===== config.mk =====
export PLATFORM = sky130hd
export DESIGN_NAME = tail_tag_codec
export DESIGN_NICKNAME = d
export VERILOG_FILES = /design/src/rtl/tail_tag_pkg.sv /design/src/rtl/tail_tag_frame_latch.sv /design/src/rtl/tail_tag_inserter.sv /design/src/rtl/tail_tag_extractor.sv /design/src/rtl/tail_tag_codec.sv
export SDC_FILE = /design/constraint.sdc
export NUM_CORES = 1
export LEC_CHECK = 0
export BUFFER_PORTS_ARGS = -buffer_cell sky130_fd_sc_hd__buf_4
export CAP_MARGIN = 25
export CORE_UTILIZATION = 44
export CTS_CLUSTER_SIZE = 10
export DETAILED_ROUTE_END_ITERATION = 6
export PLACE_DENSITY = 0.84
export SYNTH_ARGS = -nofsm -noshare
export SYNTH_HDL_FRONTEND = slang
export SYNTH_SLANG_ARGS = --single-unit
export TNS_END_PERCENT = 30

===== constraint.sdc =====
create_clock -name clk -period 1.9 [get_ports clk]
set_input_delay 0.095 -clock clk [delete_from_list [all_inputs] [get_ports clk]]
set_output_delay 0.095 -clock clk [all_outputs]
set_load 0.02 [all_outputs]

===== src/rtl/tail_tag_pkg.sv =====
package tail_tag_pkg;

  typedef enum logic {
    INS_PASS = 1'b0,
    INS_TAG  = 1'b1
  } ins_state_e;

endpackage


===== src/rtl/tail_tag_frame_latch.sv =====
module tail_tag_frame_latch #(
  parameter int W = 1
) (
  input  logic         clk,
  input  logic         rst_n,
  input  logic         beat,
  input  logic         last,
  input  logic [W-1:0] d,
  output logic         sof,
  output logic [W-1:0] q
);

  logic         sof_q, sof_d;
  logic         load;
  logic [W-1:0] q_r;

  always_comb begin
    sof_d = sof_q;
    if (beat) sof_d = last;
    load = beat & sof_q;
  end

  always_ff @(posedge clk or negedge rst_n) begin
    if (!rst_n) begin
      sof_q <= 1'b1;
      q_r   <= '0;
    end else begin
      sof_q <= sof_d;
      if (load) q_r <= d;
    end
  end

  assign sof = sof_q;
  assign q   = q_r;

endmodule


===== src/rtl/tail_tag_inserter.sv =====
module tail_tag_inserter
  import tail_tag_pkg::*;
#(
  parameter int DATA_W = 8,
  parameter int PORT_W = 2
) (
  input  logic              clk,
  input  logic              rst_n,
  input  logic              tag_en,
  input  logic [DATA_W-1:0] in_data,
  input  logic              in_valid,
  output logic              in_ready,
  input  logic              in_last,
  input  logic [PORT_W-1:0] in_port,
  output logic [DATA_W-1:0] out_data,
  output logic              out_valid,
  input  logic              out_ready,
  output logic              out_last,
  output logic              tag_busy,
  output logic [PORT_W-1:0] port_hold
);

  localparam logic [DATA_W-1:0] ONE = {{(DATA_W-1){1'b0}}, 1'b1};

  ins_state_e          state_q, state_d;
  logic                sof;
  logic [PORT_W:0]     fr_q;
  logic                fr_en;
  logic [PORT_W-1:0]   port_q;
  logic [DATA_W-1:0]   tag_byte;
  logic                beat;

  assign beat = in_valid & in_ready;

  tail_tag_frame_latch #(.W(PORT_W + 1)) u_frame (
    .clk   (clk),
    .rst_n (rst_n),
    .beat  (beat),
    .last  (in_last),
    .d     ({tag_en, in_port}),
    .sof   (sof),
    .q     (fr_q)
  );

  assign fr_en    = sof ? tag_en : fr_q[PORT_W];
  assign port_q   = fr_q[PORT_W-1:0];
  assign tag_byte = ONE << port_q;

  always_comb begin
    state_d   = state_q;
    out_data  = in_data;
    out_valid = in_valid;
    out_last  = in_last & ~fr_en;
    in_ready  = out_ready;
    if (state_q == INS_TAG) begin
      out_data  = tag_byte;
      out_valid = 1'b1;
      out_last  = 1'b1;
      in_ready  = 1'b0;
      if (out_ready) state_d = INS_PASS;
    end else if (in_valid && out_ready && in_last && fr_en) begin
      state_d = INS_TAG;
    end
  end

  always_ff @(posedge clk or negedge rst_n) begin
    if (!rst_n) state_q <= INS_PASS;
    else        state_q <= state_d;
  end

  assign tag_busy  = (state_q == INS_TAG);
  assign port_hold = port_q;

endmodule


===== src/rtl/tail_tag_extractor.sv =====
module tail_tag_extractor #(
  parameter int DATA_W = 8,
  parameter int SRC_W  = 3
) (
  input  logic              clk,
  input  logic              rst_n,
  input  logic              tag_en,
  input  logic [DATA_W-1:0] in_data,
  input  logic              in_valid,
  output logic              in_ready,
  input  logic              in_last,
  output logic [DATA_W-1:0] out_data,
  output logic              out_valid,
  input  logic              out_ready,
  output logic              out_last,
  output logic [SRC_W-1:0]  out_port,
  output logic              fr_en,
  output logic              hold_vld
);

  logic              sof;
  logic              en_q;
  logic              beat;
  logic              hold_vld_q, hold_vld_d;
  logic [DATA_W-1:0] hold_data_q;
  logic              hold_load;

  assign beat = in_valid & in_ready;

  tail_tag_frame_latch #(.W(1)) u_frame (
    .clk   (clk),
    .rst_n (rst_n),
    .beat  (beat),
    .last  (in_last),
    .d     (tag_en),
    .sof   (sof),
    .q     (en_q)
  );

  assign fr_en = sof ? tag_en : en_q;

  always_comb begin
    hold_vld_d = hold_vld_q;
    hold_load  = 1'b0;
    if (fr_en) begin
      out_valid = hold_vld_q & in_valid;
      out_data  = hold_data_q;
      out_last  = in_last;
      out_port  = in_last ? in_data[SRC_W-1:0] : '0;
      in_ready  = ~hold_vld_q | out_ready;
      if (beat) begin
        if (in_last) begin
          hold_vld_d = 1'b0;
        end else begin
          hold_vld_d = 1'b1;
          hold_load  = 1'b1;
        end
      end
    end else begin
      out_valid = in_valid;
      out_data  = in_data;
      out_last  = in_last;
      out_port  = '0;
      in_ready  = out_ready;
    end
  end

  always_ff @(posedge clk or negedge rst_n) begin
    if (!rst_n) begin
      hold_vld_q  <= 1'b0;
      hold_data_q <= '0;
    end else begin
      hold_vld_q <= hold_vld_d;
      if (hold_load) hold_data_q <= in_data;
    end
  end

  assign hold_vld = hold_vld_q;

endmodule


===== src/rtl/tail_tag_codec.sv =====
module tail_tag_codec #(
  parameter int DATA_W    = 8,
  parameter int NUM_PORTS = 3,
  parameter int SRC_W     = 3,
  localparam int PORT_W   = (NUM_PORTS > 1) ? $clog2(NUM_PORTS) : 1
) (
  input  logic              clk,
  input  logic              rst_n,
  input  logic              tag_en,
  input  logic [DATA_W-1:0] tx_in_data,
  input  logic              tx_in_valid,
  output logic              tx_in_ready,
  input  logic              tx_in_last,
  input  logic [PORT_W-1:0] tx_in_port,
  output logic [DATA_W-1:0] tx_out_data,
  output logic              tx_out_valid,
  input  logic              tx_out_ready,
  output logic              tx_out_last,
  input  logic [DATA_W-1:0] rx_in_data,
  input  logic              rx_in_valid,
  output logic              rx_in_ready,
  input  logic              rx_in_last,
  output logic [DATA_W-1:0] rx_out_data,
  output logic              rx_out_valid,
  input  logic              rx_out_ready,
  output logic              rx_out_last,
  output logic [SRC_W-1:0]  rx_out_port
);

  logic [1:0]        rst_sync_q;
  logic              rst_int_n;
  logic              tx_tag_busy;
  logic [PORT_W-1:0] tx_port_hold;
  logic              rx_fr_en;
  logic              rx_hold_vld;

  always_ff @(posedge clk or negedge rst_n) begin
    if (!rst_n) rst_sync_q <= 2'b00;
    else        rst_sync_q <= {rst_sync_q[0], 1'b1};
  end

  assign rst_int_n = rst_sync_q[1];

  tail_tag_inserter #(.DATA_W(DATA_W), .PORT_W(PORT_W)) u_ins (
    .clk       (clk),
    .rst_n     (rst_int_n),
    .tag_en    (tag_en),
    .in_data   (tx_in_data),
    .in_valid  (tx_in_valid),
    .in_ready  (tx_in_ready),
    .in_last   (tx_in_last),
    .in_port   (tx_in_port),
    .out_data  (tx_out_data),
    .out_valid (tx_out_valid),
    .out_ready (tx_out_ready),
    .out_last  (tx_out_last),
    .tag_busy  (tx_tag_busy),
    .port_hold (tx_port_hold)
  );

  tail_tag_extractor #(.DATA_W(DATA_W), .SRC_W(SRC_W)) u_ext (
    .clk       (clk),
    .rst_n     (rst_int_n),
    .tag_en    (tag_en),
    .in_data   (rx_in_data),
    .in_valid  (rx_in_valid),
    .in_ready  (rx_in_ready),
    .in_last   (rx_in_last),
    .out_data  (rx_out_data),
    .out_valid (rx_out_valid),
    .out_ready (rx_out_ready),
    .out_last  (rx_out_last),
    .out_port  (rx_out_port),
    .fr_en     (rx_fr_en),
    .hold_vld  (rx_hold_vld)
  );

endmodule


# Yosys cells after proc, flatten, opt, wreduce, memory -nomap -nowiden
# Index checks and enable logic that the tools add are counted.
# Widths: inputs -> output; s select.
# classes
shifts,1
mux,17
bitwise_logic,9
n_reduce_logical,4
# op_table
cell,n
$mux 8,2
$mux 1,13
$shl 1x2->8 const A,1
$and 1x1->1,6
$mux 3,2
$logic_and 1x1->1,3
$not 1->1,2
$reduce_and 2->1,1
$or 1x1->1,1
# word_totals
reg_bits,18
input_bits,27
output_inout_bits,25

# Depth between registers and ports, before layout
# depth
word_depth,6
mapped_depth,4

# Cells and area by module
# From an unflattened synthesis, not the netlist that was laid out.
# unflattened
hier_cells,96
hier_area_um2,998.5
# modules_own_cells
module,n_inst,cells_per_inst,area_per_inst_um2
tail_tag_extractor,1,58,521.8
tail_tag_inserter,1,21,177.7
tail_tag_frame_latch (u_ins.u_frame),1,9,163.9
tail_tag_frame_latch (u_ext.u_frame),1,5,81.3
tail_tag_codec,1,3,53.8

# Worst setup path after synthesis
# Ideal clock, no wire load.
# synth_timing
kind,flip-flop to output port
startpoint,register u_ext.u_frame.sof_q (netlist: u_ext.u_frame.sof)
endpoint,output port rx_out_valid
t_arrival_ns,1.646
n_path_buf,1
required_time_ns,1.805
path_slack_ns,0.159
path_stages_with_launch,4
cell_sequence,dfstp_2 mux2_2 clkbuf_1 a21boi_0
# synth_via
elab_chain_cells,2
# synth_rtl
element,line_no,source
start: declaration,tail_tag_frame_latch.sv:13,"logic sof_q, sof_d;"
start signal: assignment,tail_tag_frame_latch.sv:25,sof_q <= 1'b1;
start signal: assignment,tail_tag_frame_latch.sv:28,sof_q <= sof_d;
$mux 1,tail_tag_extractor.sv:40,assign fr_en = sof ? tag_en : en_q;
$mux 1,tail_tag_extractor.sv:45,if (fr_en) begin
end: declaration,tail_tag_codec.sv:24,"output logic rx_out_valid,"
# No other way between the ends.

# Final worst setup path
# layout_timing
startpoint,register u_ext.u_frame.sof_q (netlist: u_ext.u_frame.sof)
endpoint,output port rx_out_data[1]
# layout_via
elab_chain_cells,2
# layout_rtl
element,line_no,source
$mux 1,tail_tag_extractor.sv:40,
$mux 8,tail_tag_extractor.sv:45,
end: declaration,tail_tag_codec.sv:23,"output logic [DATA_W-1:0] rx_out_data,"
# No other way between the ends.

==> metrics.yaml <==
status: "finished, final reports clean"
rsz0062_at_grt: "no"
coreArea_sq_um: 2020
grt_pass1_wl_microns: 4000
seq_area_frac_synth: 0.464
grt_antenna_before_repair: 0
via_per_inst: 4.99
synth_top_cell_area_share: 0.410
cts-root-buf: "clkbuf_4"
crit_required_ps: 1800
cts_sinks: 18
area_growth_pct: 49.2
initial_core_util: 0.483
max_stage_delay_ps: 620
die_y_microns: 49.1
tritoncts: "built"
synth_most_common_cell: "nand2_1"
fin_util: 0.720
start_kind: "flip-flop"
dieArea_sq_um: 2410
ant_nets: 0
cts_max_level: 1
fin_crit_sh: 0.958
slew_headroom: 0.587
leakagePower_nw: 0.757
vias: 918
cap_violations: 0
syn_nets: 127
crit-reg2reg-launch: "u_ext.u_frame.sof$_DFFE_PN1N_"
arrival_ps: 1730
drc: 0
drt_iter0_markers: 11
first_global_vias: 926
yosys_warnings: 0
worstHoldPathType: "primary input to flip-flop"
placed_area_sq_um: 1400
crit_path_end: "rx_out_data[1]"
layout-drive-gt1-share: 0.484
peakVddDrop_mv: 0.859
io_buffers: 51
crit_path_start: "u_ext.u_frame.sof$_DFFE_PN1N_"
fp-row-count: 16
io_pins: 52
first_pass_iters: 4
gp_congestion: 0.701
period_needed_ps: 1820
gr-usage-all-layers: 0.217
hpwl_microns: 1750
synthCells: 100
synth_common_cells: "nand2_1 (30), dfrtp_1 (16), mux2_2 (12)"
cts_buffer_depth: 2
slew_violations: 0
fmax_mhz: 549
finClkSkew_ps: 3.80
synthDistinctLibCells: 25
ys.flop_type: "dfrtp_1"
criticalPathCategory: "flip-flop to output pin"
synth_top_area_cell: "dfrtp_1"
hold_viol_final: 0
finalSetupTns_ps: 0
synth_seq_cells: 18
netlist_area_sq_um: 976
r2r_cells: 4
nets: 185
clk_latency_ps: 290
tightest_slew_ps: 619
ys_async_sr_fraction: 1.00
r2r-end: "u_ext.hold_data_q[5]$_DFFE_PN0P_"
worstSetupEndpointType: "output pin"
wl_per_cell_microns: 12.5
cp_slowest_cell: "dfstp_2"
grt_overflow: 0
synth_edf_count: 0
final_cell_area_sq_um: 1460
antenna_cells: 0
whs_ps: 34.0
cts.clk_slew.worst_paths_ps: 110
power_density_nw_per_um2: 1260
avgSynthCellArea_sq_um: 9.76
cts-buffers-inserted: 3
path_cells: "mux2i_2, buf_4, nand2_1, nand2_1, buf_4"
postRouteWirelength_microns: 2290
r2r_slack_ps: 250
setup_viol: 0
die_width_microns: 49.1
cp_max_fo: 9
synth_area_leaders: "dfrtp_1 (41%), mux2_2 (14%), nand2_1 (12%)"
grt_max_degree: 17
fillers: 144
==> logic make-up (layout without fill, tap and decap cells) <==
| family | after synthesis | after routing | synth area share |
|---|---|---|---|
| DFF | 18 | 18 | 0.464 |
| AOI/OAI and AO/OA | 13 | 13 | 0.100 |
| buffers and inverters | 5 | 62 | 0.0231 |
| and+or+nand+nor | 49 | 49 | 0.246 |
| muxes | 14 | 14 | 0.163 |
| other | 1 | 1 | 0.00384 |
==> state kept, by name (all words and copies together), names as in the netlist <==
register and flops:
u_ext.hold_data_q 8, u_ins.u_frame.sof 1, u_ins.u_frame.q 3, u_ext.u_frame.sof 1
u_ext.hold_vld 1, rst_sync_q 2, u_ext.u_frame.q 1, u_ins.tag_busy 1
==> per-layer routing <==
layer	track usage	part of all wire	vias up	routed length (microns)
li1	-	-	460	-
met1	0.248	0.44	415	1000
met2	0.395	0.49	41	1130
met3	0.0436	0.063	2	145
met4	0.0735	0.0044	0	10
met5	0	0	-	0
==> area by class of cell <==
| type | count | area [sq um] | share of cell area |
|---|---|---|---|
| clock buffer | 4 | 36.3 | 0.0249 |
| inverter | 3 | 11.3 | 0.00773 |
| multi-input combinational | 77 | 504 | 0.346 |
| sequential | 18 | 453 | 0.311 |
| tap | 27 | 33.8 | 0.0232 |
| timing repair buffer | 55 | 418 | 0.287 |
==> cell usage in the layout (no fill, tap or decap) <==
cell type and instances:
a21bo_2 1, a21boi_0 1, a21o_1 2, a22o_1 2, a31oi_1 1, and3_1 3, buf_4 53, clkbuf_4 3
clkbuf_8 1, conb_1 1, dfrtp_1 16, dfstp_2 2, dlygate4sd3_1 2, inv_1 3, mux2_2 11, mux2_4 1
mux2i_1 1, mux2i_2 1, nand2_1 30, nand3_1 5, nor2_1 1, nor2b_1 7, nor4b_4 1, o21ai_0 2
o22ai_1 1, o2bb2ai_1 2, o31ai_1 1, or2_2 2
==> what timing repair did <==
item / CTS / global route
hold buffers: 2 / 0
endpoints found under the hold margin: 3 / 0
gates resized for setup: 0 / 1
buffers inserted: 0 / 0
endpoints found under the setup margin: 0 / 2
==> worst max-delay path, delay by kind of cell, from the launching register on <==
kind                   cells  cell delay [ps]
and+or+nand+nor            2              120
buffers and inverters      2              370
muxes                      1              320
DFF                        1              620
==> where the power goes <==
part           internal [W]  switching [W]  leakage [nW]
Combinational      0.000460       0.000486         0.523
Clock              0.000117       0.000119        0.0210
Sequential         0.000539       0.000119         0.213
Total               0.00112       0.000724         0.757
==> through the flow <==
step | total power (W) | cells | setup slack [ps]
2_1_floorplan | 0.00122 | 100 | 159
3_3_place_gp | 0.00156 | 178 | 336
3_5_place_dp | 0.00160 | 178 | 285
4_1_cts | 0.00184 | 184 | 28.0
5_1_grt | 0.00198 | 184 | 6.65
6_report | 0.00184 | 184 | 79.3
==> worst min-delay path by stage <==
stage          depth (start not counted)                             end          start  slack [ps]
2_1_floorplan                          0         rst_sync_q[0]$_DFF_PN0_          rst_n        -200
3_3_place_gp                           1         rst_sync_q[0]$_DFF_PN0_          rst_n        -120
3_5_place_dp                           1         rst_sync_q[0]$_DFF_PN0_          rst_n        -120
4_1_cts                                2  u_ins.u_frame.q[0]$_DFFE_PN0P_  tx_in_port[0]          20
5_1_grt                                2  u_ins.u_frame.q[0]$_DFFE_PN0P_  tx_in_port[0]          20
6_report                               2  u_ins.u_frame.q[0]$_DFFE_PN0P_  tx_in_port[0]          30
(Power assumes the default switching activity.)
